[src/rtl/amo_pkg.sv]
package amo_pkg;

    typedef enum logic [1:0] {
        WID_8  = 2'd0,
        WID_16 = 2'd1,
        WID_32 = 2'd2,
        WID_64 = 2'd3
    } amo_width_e;

    typedef enum logic [2:0] {
        K_ADD  = 3'd0,
        K_OR   = 3'd1,
        K_AND  = 3'd2,
        K_XOR  = 3'd3,
        K_SWAP = 3'd4,
        K_CAS  = 3'd5
    } amo_kind_e;

    localparam logic [6:0] CODE_ADD  = 7'h00;  // byte 0x00
    localparam logic [6:0] CODE_OR   = 7'h20;  // byte 0x40
    localparam logic [6:0] CODE_AND  = 7'h28;  // byte 0x50
    localparam logic [6:0] CODE_XOR  = 7'h50;  // byte 0xa0
    localparam logic [6:0] CODE_SWAP = 7'h70;  // byte 0xe0
    localparam logic [6:0] CODE_CAS  = 7'h78;  // byte 0xf0

    typedef struct packed {
        logic      legal;
        amo_kind_e kind;
        logic      fetch;
        logic      wide;
    } amo_ctl_t;

    typedef enum logic [2:0] {
        ST_IDLE  = 3'd0,
        ST_READ  = 3'd1,
        ST_CALC  = 3'd2,
        ST_WRITE = 3'd3,
        ST_FAULT = 3'd4
    } amo_state_e;

    // Swap and compare-and-swap are only defined with the fetch bit set.
    function automatic logic amo_fetch_required(amo_kind_e k);
        return (k == K_SWAP) || (k == K_CAS);
    endfunction

endpackage

[src/rtl/amo_decoder.sv]
module amo_decoder
    import amo_pkg::*;
(
    input  logic [1:0] size,
    input  logic [7:0] imm,
    output amo_ctl_t   ctl
);
    logic      known;
    amo_kind_e kind;
    logic      size_ok;

    always_comb begin
        known = 1'b1;
        kind  = K_ADD;
        unique case (imm[7:1])
            CODE_ADD:  kind = K_ADD;
            CODE_OR:   kind = K_OR;
            CODE_AND:  kind = K_AND;
            CODE_XOR:  kind = K_XOR;
            CODE_SWAP: kind = K_SWAP;
            CODE_CAS:  kind = K_CAS;
            default:   known = 1'b0;
        endcase
    end

    assign size_ok = (size == WID_32) || (size == WID_64);

    always_comb begin
        ctl.kind  = kind;
        ctl.fetch = imm[0];
        ctl.wide  = (size == WID_64);
        ctl.legal = known && size_ok && (imm[0] || !amo_fetch_required(kind));
    end
endmodule

[src/rtl/amo_agen.sv]
module amo_agen #(
    parameter int ADDR_W = 64,
    parameter int OFF_W  = 16
) (
    input  logic [ADDR_W-1:0] base,
    input  logic [OFF_W-1:0]  off,
    output logic [ADDR_W-1:0] addr
);
    localparam int EXT_W = ADDR_W - OFF_W;

    logic [ADDR_W-1:0] off_sx;

    generate
        if (EXT_W > 0) begin : g_ext
            assign off_sx = {{EXT_W{off[OFF_W-1]}}, off};
        end else begin : g_trunc
            assign off_sx = off[ADDR_W-1:0];
        end
    endgenerate

    assign addr = base + off_sx;
endmodule

[src/rtl/amo_alu.sv]
module amo_alu
    import amo_pkg::*;
#(
    parameter int DATA_W = 64
) (
    input  amo_kind_e         kind,
    input  logic              wide,
    input  logic [DATA_W-1:0] old_val,
    input  logic [DATA_W-1:0] src_val,
    input  logic [DATA_W-1:0] acc_val,
    output logic [DATA_W-1:0] new_val,
    output logic [DATA_W-1:0] old_ext,
    output logic              do_write
);
    localparam int HALF = DATA_W / 2;

    logic [DATA_W-1:0] old_n, src_n, acc_n, res;
    logic              match;

    function automatic logic [DATA_W-1:0] fit(input logic w, input logic [DATA_W-1:0] v);
        return w ? v : {{(DATA_W-HALF){1'b0}}, v[HALF-1:0]};
    endfunction

    assign old_n = fit(wide, old_val);
    assign src_n = fit(wide, src_val);
    assign acc_n = fit(wide, acc_val);

    always_comb begin
        unique case (kind)
            K_ADD:   res = old_n + src_n;
            K_OR:    res = old_n | src_n;
            K_AND:   res = old_n & src_n;
            K_XOR:   res = old_n ^ src_n;
            default: res = src_n;
        endcase
    end

    assign match    = (old_n == acc_n);
    assign new_val  = fit(wide, res);
    assign old_ext  = old_n;
    assign do_write = (kind != K_CAS) || match;
endmodule

[src/rtl/amo_rmw_unit.sv]
module amo_rmw_unit
    import amo_pkg::*;
#(
    parameter int ADDR_W = 64,
    parameter int OFF_W  = 16,
    parameter int DATA_W = 64
) (
    input  logic              clk,
    input  logic              rst,
    input  logic              req_valid,
    output logic              req_ready,
    input  logic [1:0]        req_size,
    input  logic [7:0]        req_imm,
    input  logic [ADDR_W-1:0] req_base,
    input  logic [OFF_W-1:0]  req_off,
    input  logic [DATA_W-1:0] req_src,
    input  logic [DATA_W-1:0] req_acc,
    output logic              mem_lock,
    output logic              mem_rd_en,
    output logic              mem_wr_en,
    output logic              mem_wide,
    output logic [ADDR_W-1:0] mem_addr,
    output logic [DATA_W-1:0] mem_wdata,
    input  logic [DATA_W-1:0] mem_rdata,
    output logic              done,
    output logic              illegal,
    output logic              wb_valid,
    output logic              wb_to_acc,
    output logic [DATA_W-1:0] wb_data
);
    amo_state_e        st;
    amo_ctl_t          ctl_d, ctl_q;
    logic [ADDR_W-1:0] addr_d, addr_q;
    logic [DATA_W-1:0] src_q, acc_q, old_q;
    logic [DATA_W-1:0] new_val, old_ext;
    logic              do_write;
    logic              accept;

    amo_decoder i_dec (
        .size (req_size),
        .imm  (req_imm),
        .ctl  (ctl_d)
    );

    amo_agen #(.ADDR_W(ADDR_W), .OFF_W(OFF_W)) i_agen (
        .base (req_base),
        .off  (req_off),
        .addr (addr_d)
    );

    amo_alu #(.DATA_W(DATA_W)) i_alu (
        .kind     (ctl_q.kind),
        .wide     (ctl_q.wide),
        .old_val  (old_q),
        .src_val  (src_q),
        .acc_val  (acc_q),
        .new_val  (new_val),
        .old_ext  (old_ext),
        .do_write (do_write)
    );

    assign req_ready = (st == ST_IDLE);
    assign accept    = req_valid && req_ready;

    always_ff @(posedge clk) begin
        if (rst) begin
            st     <= ST_IDLE;
            ctl_q  <= '0;
            addr_q <= '0;
            src_q  <= '0;
            acc_q  <= '0;
            old_q  <= '0;
        end else begin
            unique case (st)
                ST_IDLE: begin
                    if (accept) begin
                        ctl_q  <= ctl_d;
                        addr_q <= addr_d;
                        src_q  <= req_src;
                        acc_q  <= req_acc;
                        st     <= ctl_d.legal ? ST_READ : ST_FAULT;
                    end
                end
                ST_READ:  st <= ST_CALC;
                ST_CALC: begin
                    old_q <= mem_rdata;
                    st    <= ST_WRITE;
                end
                ST_WRITE: st <= ST_IDLE;
                default:  st <= ST_IDLE;
            endcase
        end
    end

    always_comb begin
        mem_lock  = (st == ST_READ) || (st == ST_CALC) || (st == ST_WRITE);
        mem_rd_en = (st == ST_READ);
        mem_wr_en = (st == ST_WRITE) && do_write;
        mem_wide  = ctl_q.wide;
        mem_addr  = addr_q;
        mem_wdata = new_val;
        done      = (st == ST_WRITE) || (st == ST_FAULT);
        illegal   = (st == ST_FAULT) && !ctl_q.legal;
        wb_valid  = (st == ST_WRITE) && ctl_q.fetch;
        wb_to_acc = (st == ST_WRITE) && (ctl_q.kind == K_CAS);
        wb_data   = old_ext;
    end
endmodule

[config.mk]
export PLATFORM = sky130hd
export DESIGN_NAME = amo_rmw_unit
export DESIGN_NICKNAME = d
export VERILOG_FILES = /design/src/rtl/amo_pkg.sv /design/src/rtl/amo_decoder.sv /design/src/rtl/amo_agen.sv /design/src/rtl/amo_alu.sv /design/src/rtl/amo_rmw_unit.sv
export SDC_FILE = /design/constraint.sdc
export NUM_CORES = 1
export LEC_CHECK = 0
export ABC_AREA = 1
export ABC_CLOCK_PERIOD_IN_PS = 8300
export CAP_MARGIN = 20
export CORE_MARGIN = 5
export CORE_UTILIZATION = 34
export CTS_CLUSTER_DIAMETER = 30
export DETAILED_ROUTE_END_ITERATION = 8
export SLEW_MARGIN = 20
export SYNTH_ARGS = -nofsm -noshare
export SYNTH_HDL_FRONTEND = slang
export SYNTH_HIERARCHICAL = 1
export SYNTH_SLANG_ARGS = --single-unit
[constraint.sdc]
create_clock -name clk -period 8.3 [get_ports clk]
set_clock_uncertainty 0.2 [all_clocks]
set_input_delay 0.83 -clock clk [delete_from_list [all_inputs] [get_ports clk]]
set_output_delay 0.83 -clock clk [all_outputs]
set_load 0.005 [all_outputs]
==> results of run 1 <==
-- metrics by stage --
stage	power, mW	util, %	hold slack [ps]
finish	6.087	44.05	305.0
global route	6.394	44.03	329.6
CTS	6.145	44.02	305.2
detailed placement	2.861	40.58	296.1
global placement	2.855	40.58	294.5
floorplan	2.268	-	278.2
-- path summary, 6_finish.rpt --
check,startpoint,to,slack (ps),depth (start not counted)
worst max-delay path,mem_wide,mem_wdata[36],2650,13
worst min-delay path,mem_addr[25],mem_addr[25],300,4
worst min register to register,mem_addr[25],mem_addr[25],300,4
worst max register to register,st[1],src_q[7],4580,7
-- cell type report --
class / instances / area share [%]
multi-input combinational: 3431 / 46.69
sequential: 265 / 14.47
timing repair buffer: 505 / 13.70
inverter: 1324 / 13.58
clock buffer: 104 / 6.088
tap: 1080 / 3.683
clock inverter: 43 / 1.729
antenna: 9 / 0.06139
-- cell families after synthesis --
| kind of cell | Yosys count | share of synthesized area (%) |
|---|---|---|
| buffers and inverters | 1530 | 21.21 |
| AND/OR/NAND/NOR | 2715 | 40.80 |
| XOR/XNOR | 86 | 2.647 |
| flip-flops | 265 | 18.65 |
| adder cells (fa/ha/maj) | 162 | 7.177 |
| AO/OA/AOI/OAI | 468 | 9.521 |
-- layout by cell type, fill, tap and decap left out, types with 18 or more instances in the layout --
cell type / n
a21oi_1: 162
a221oi_1: 31
a22oi_1: 26
buf_4: 18
clkbuf_16: 81
clkdlybuf4s50_1: 483
dfxtp_1: 263
ha_1: 160
inv_1: 1302
nand2_1: 1544
nand2_2: 64
nand3_1: 171
nand4_1: 231
nor2_1: 583
nor2_2: 43
nor3_1: 20
o21ai_0: 176
o221ai_1: 18
xnor2_1: 43
xor2_1: 43
-- layer usage --
layer  share of wire, %  routed length, um
met1                 44              55600
met5              0.032                 41
met3                6.4               8106
met2                 46              57850
met4                3.9               4965
-- state kept, by name, indices dropped and copies added (netlist names) --
| register | cells |
|---|---|
| src_q | 64 |
| mem_addr | 64 |
| st | 3 |
| ctl_q | 5 |
| old_q | 64 |
| acc_q | 64 |
| mem_wide | 1 |
-- critical path: cells and delay by family (launching register included) --
family	cells	cell delay [ps]
adders and majority gates	1	380
AOI/OAI and AO/OA	2	680
DFF	1	300
buffers and inverters	4	1580
and+or+nand+nor	6	1040
-- power by group --
part	internal [mW]	leakage (nW)	total, mW	switching, mW
Combinational	0.567	16.5	1.41	0.844
Sequential	1.37	2.18	1.44	0.0719
Clock	2.26	1.40	3.24	0.976
Total	4.20	20.1	6.09	1.89
==> impl_results.md, run 1 <==
- Post-Synthesis Cells: 5,226
- Worst Setup Start Kind: register
- Yosys top cell area share: 20.38%
- Setup TNS: 0 ps
- Vias per cell: 4.834
- Resized cells post-CTS: 0
- Warnings, synthesis: 6
- Final-report hold violation count: 0
- Final min period: 5650 ps
- F_max: 0.1770 GHz
- Finished Layout Cells: 6,761
- Req. time, crit path: 7270 ps
- Initial antenna violation count: 15
- Post-synthesis sequential area ratio: 18.65%
- Crit path kind: register to primary output
- Cell area after synthesis: 28,450 um^2
- Initial Util: 34.16%
- Endpoint type of the worst setup path: primary output
- Die width: 299.3 um
- Share of post-route cells with drive strength above 1: 5.924%
- Synth area leaders: nand2_1 (20%), dfxtp_1 (19%), inv_1 (17%)
- Clock Path Buffers: 3
- Count leader, synth: nand2_1
- DRT iter0 DRCs: 2,635
- Clock sinks: 265
- Status: finished, final reports clean
- Crit-path max FO: 93
- Cts bufs inserted: 80
- Setup violations, final: 0
- Placed cells: 6,605
- Die Y: 299.3 um
- Ys flop type: dfxtp_1
- Pleak: 20.08 nW
- Max-slew headroom: 27.90%
- Fin crit share: 68.07%
- I/O Pins: 486
- Post-synth top area cell: nand2_1
- Final setup margin: 2650 ps
- First-pass GRT wire length: 187,400 um
- DRC errors left: 0
- Final slew viol count: 0
- DP HPWL: 100,200 um
- # hold bufs at CTS: 0
- Max incr delay on CP: 750 ps
- Cell mode on critical path: nand3_1
- Post-synth EDFFs: 0
- Antenna Nets Post-Route: 0
- Input/output buffers: 485
- Setup bufs post-CTS: 0
- Hold Path Class: register to register
- RSZ-0062 raised after global routing: no
- Post-synth top cells: nand2_1 (1,545), inv_1 (1,306), nor2_1 (584)
- Total Routing Usage GR: 26.88%
- Grt peak-use layer: met2
- Seq cells post-synth: 265
- M3 GR Usage: 4.092%
- CTS root buf: clkbuf_16
- Area growth, synth to finish: 28.95%
- Wirelength, routed: 126,600 um
- Die ar.: 89,570 um^2
- Critical Path AT: 4620 ps
- Post-synth ARST share: 0%
- Worst-Margin Slew: 1080 ps
- Routability cong.: 1.015
- Placed Area: 33,800 um^2
- Via count: 32,680
- VDD IR max: 0.1577 mV
- Grt met1 use: 35.27%
- Synthesized Nets: 5,673
- Sequential cell area: 5308 um^2
- Clock H-tree levels: 3
- Cell chain of the critical path: buf_4 -> nand2_1 -> ha_1 -> nand3_1 -> inv_1 -> nand3_1 -> nand3_1 -> nor2_1 -> inv_1 -> o21ai_0 -> nand3_1 -> a22oi_1 -> clkdlybuf4s50_1
- Met2 Use GR: 44.73%
- Avg WL per Cell: 18.72 um
- DRT Pass-1 Iters: 6
- Design Area, Final: 36,690 um^2
- Largest net degree at the start of global routing: 163
- CTS tree: built
- Setup WS pre-CTS: 3378 ps
- Clk_lat worst skew: 600 ps
- Overflow after GRT: 0
- Core area: 83,290 um^2
- Synth cell types: 48
- Vias in the first global route: 30,690
- Fillers: 9,143
- Power per Cell Area: 165.9 nW/um^2
- Max-cap violations: 0
- Multi-input logic area: 17,130 um^2
- Nets@finish: 6,054
- Clock input transition at the sequential cells of the worst setup and hold paths: 40 ps
- Slowest-stage cell, CP: buf_4
- Std-Cell Rows: 106
- Mean post-synth cell area: 5.444 um^2
(Power assumes the default switching activity.)
==> inputs of run 2 (changes only) <==
Settings changed: ABC_CLOCK_PERIOD_IN_PS 8300 to 5900.
Clock period 8.3 ns to 5.9 ns, I/O delays scaled along.
==> run 2 against run 1 <==
Against the previous run: power increased by 41%; combinational power is 42% higher; largest cell class unchanged; sequential cell count unchanged; critical path depth grew 1; critical endpoint is now mem_wdata[43]; global-route usage increased by 1.2 points; core utilization increased by 0.11 points; via count rose by 0.48%.
==> impl_results.md, run 2 (synthesis gave the netlist of run 1 again) <==
- Final slew viol count: 0
- RSZ-0062 raised after global routing: no
- # hold bufs at CTS: 0
- Initial Util: 34.16%
- Vias in the first global route: 31,350
- Max-cap violations: 0
- Sw frac: 31.05%
- Hold Path Class: input pin to register
- Max-slew headroom: 18.23%
- Vias per cell: 4.856
- DP HPWL: 104,300 um
- Overflow after GRT: 0
- Share of power burned in registers: 23.6%
- Final-report hold violation count: 0
- Clock sinks: 265
- Commonest non-fill, non-tap cell in the layout: nand2_1
- Endpoint type of the worst setup path: primary output
- Core Util, Final: 44.16%
- Area growth, synth to finish: 29.28%
- Hold Path Cell Cnt: 3
- Wirelength, routed: 131,300 um
- Fin crit share: 93.54%
- Setup violations, final: 0
- Critical Path AT: 4730 ps
- Status: finished, final reports clean
- Resized cells post-CTS: 0
- Die width: 299.3 um
- DRT iter0 DRCs: 2,568
- Initial antenna violation count: 12
- CP Capture Point: mem_wdata[43]
- Clock H-tree levels: 3
- Pleak: 20.15 nW
- Input/output buffers: 485
- Reg2Reg Setup Slack: 2790 ps
- Final min period: 5519 ps
- Total Routing Usage GR: 28.09%
- Worst hold path startpoint: req_valid
- CTS root buf: clkbuf_16
- VDD IR max: 0.2204 mV
- Reg2Reg Depth: 7
- F_max: 0.1812 GHz
- CTS tree: built
- Pwr Total: 8.611 mW
- Std-Cell Rows: 106
- Avg WL per Cell: 19.41 um
- Clk pwr share: 53.2%
- Crit path kind: register to primary output
- Cts bufs inserted: 81
- Logic gate share of total power: 23.3%
- Most frequent cells in the layout: nand2_1 (1,544), inv_1 (1,303), nor2_1 (583)
- Power per Cell Area: 234.1 nW/um^2
- Crit-path max FO: 85
- Reg-to-reg endpoint: acc_q[27]
- Worst-Margin Slew: 1227 ps
- Clk_lat worst skew: 610 ps
- Pint: 5.937 mW
- Setup TNS: 0 ps
- Die Y: 299.3 um
- Critical path origin: mem_wide
- Clock input transition at the sequential cells of the worst setup and hold paths: 40 ps
- Reg2reg start: st[2]
- Die ar.: 89,570 um^2
- Antenna Nets Post-Route: 0
- Req. time, crit path: 5110 ps
- Core area: 83,290 um^2
- Nets@finish: 6,059
- Worst Setup Start Kind: register
- I/O Pins: 486
- DRT Pass-1 Iters: 6
- First-pass GRT wire length: 194,900 um
- Via count: 32,840
- Switch Pwr: 2.674 mW
- Routability cong.: 0.9825
- DRC errors left: 0
- Share of post-route cells with drive strength above 1: 6.023%
- Setup bufs post-CTS: 0
- Clock Path Buffers: 3
- Largest net degree at the start of global routing: 198
run 2: cell count changes in the layout (fill, tap and decap cells not counted), sizes merged:
cell	previous run	this run
buf	22	26
diode	9	4
clkinv	28	27
bufinv	12	11
clkbuf	104	108
run 2: per-layer routing:
layer / up-vias / track usage (%) / wire length [um]
met5: - / 0 / 80
met4: 12 / 8.712 / 4313
met3: 199 / 3.904 / 8293
met2: 1040 / 46.22 / 59240
met1: 15040 / 38.20 / 59350
li1: 16550 / - / -
run 2: layout make-up:
type                       instances  area [um^2]
clock inverter                    41        584.3
inverter                        1324         4982
antenna                            4        10.01
multi-input combinational       3431        17130
fill                            9219        46510
sequential                       265         5308
timing repair buffer             509         5106
tap                             1080         1351
clock buffer                     108         2310
run 2: stage by stage:
step | worst slack (ps) | instance area, um^2 | hold slack, ps | cells
after floorplan | 2187 | 28450 | 278.2 | 5226
after global placement | 1044 | 33880 | 296.5 | 6609
after detailed placement | 1062 | 33880 | 295.0 | 6609
after CTS | 391.6 | 36770 | 211.1 | 6758
after global routing | 225.6 | 36780 | 247.8 | 6760
final | 381.1 | 36780 | 262.6 | 6762
run 2: how the worst min path moves through the flow:
| stage | end | slack, ps |
|---|---|---|
| 6_report | st[2] | 260 |
| 2_1_floorplan | old_q[50] | 280 |
| 4_1_cts | st[2] | 210 |
| 3_3_place_gp | mem_addr[30] | 300 |
| 5_1_grt | st[2] | 250 |
| 3_5_place_dp | mem_addr[31] | 290 |
run 2: worst max-delay path, cell delays in order (launching register included):
cell             delay, ps
dfxtp_2                390
buf_4                  700
nand2_1                400
nand2_1                210
nand2_2                180
nor2_4                 220
nand2_2                100
nor2_2                 140
inv_2                   50
nor2_1                 210
nand2_1                150
nand3_1                120
nand3_1                 70
a22oi_1                490
clkdlybuf4s50_1        630
run 2: power groups by stage:
stage	combinational [mW]	sequential, mW	clock (mW)
2_1_floorplan	1.17	2.02	0
3_3_place_gp	1.99	2.05	0
3_5_place_dp	1.99	2.06	0
4_1_cts	2.00	2.03	4.65
5_1_grt	2.24	2.04	4.75
6_report	2.00	2.03	4.58
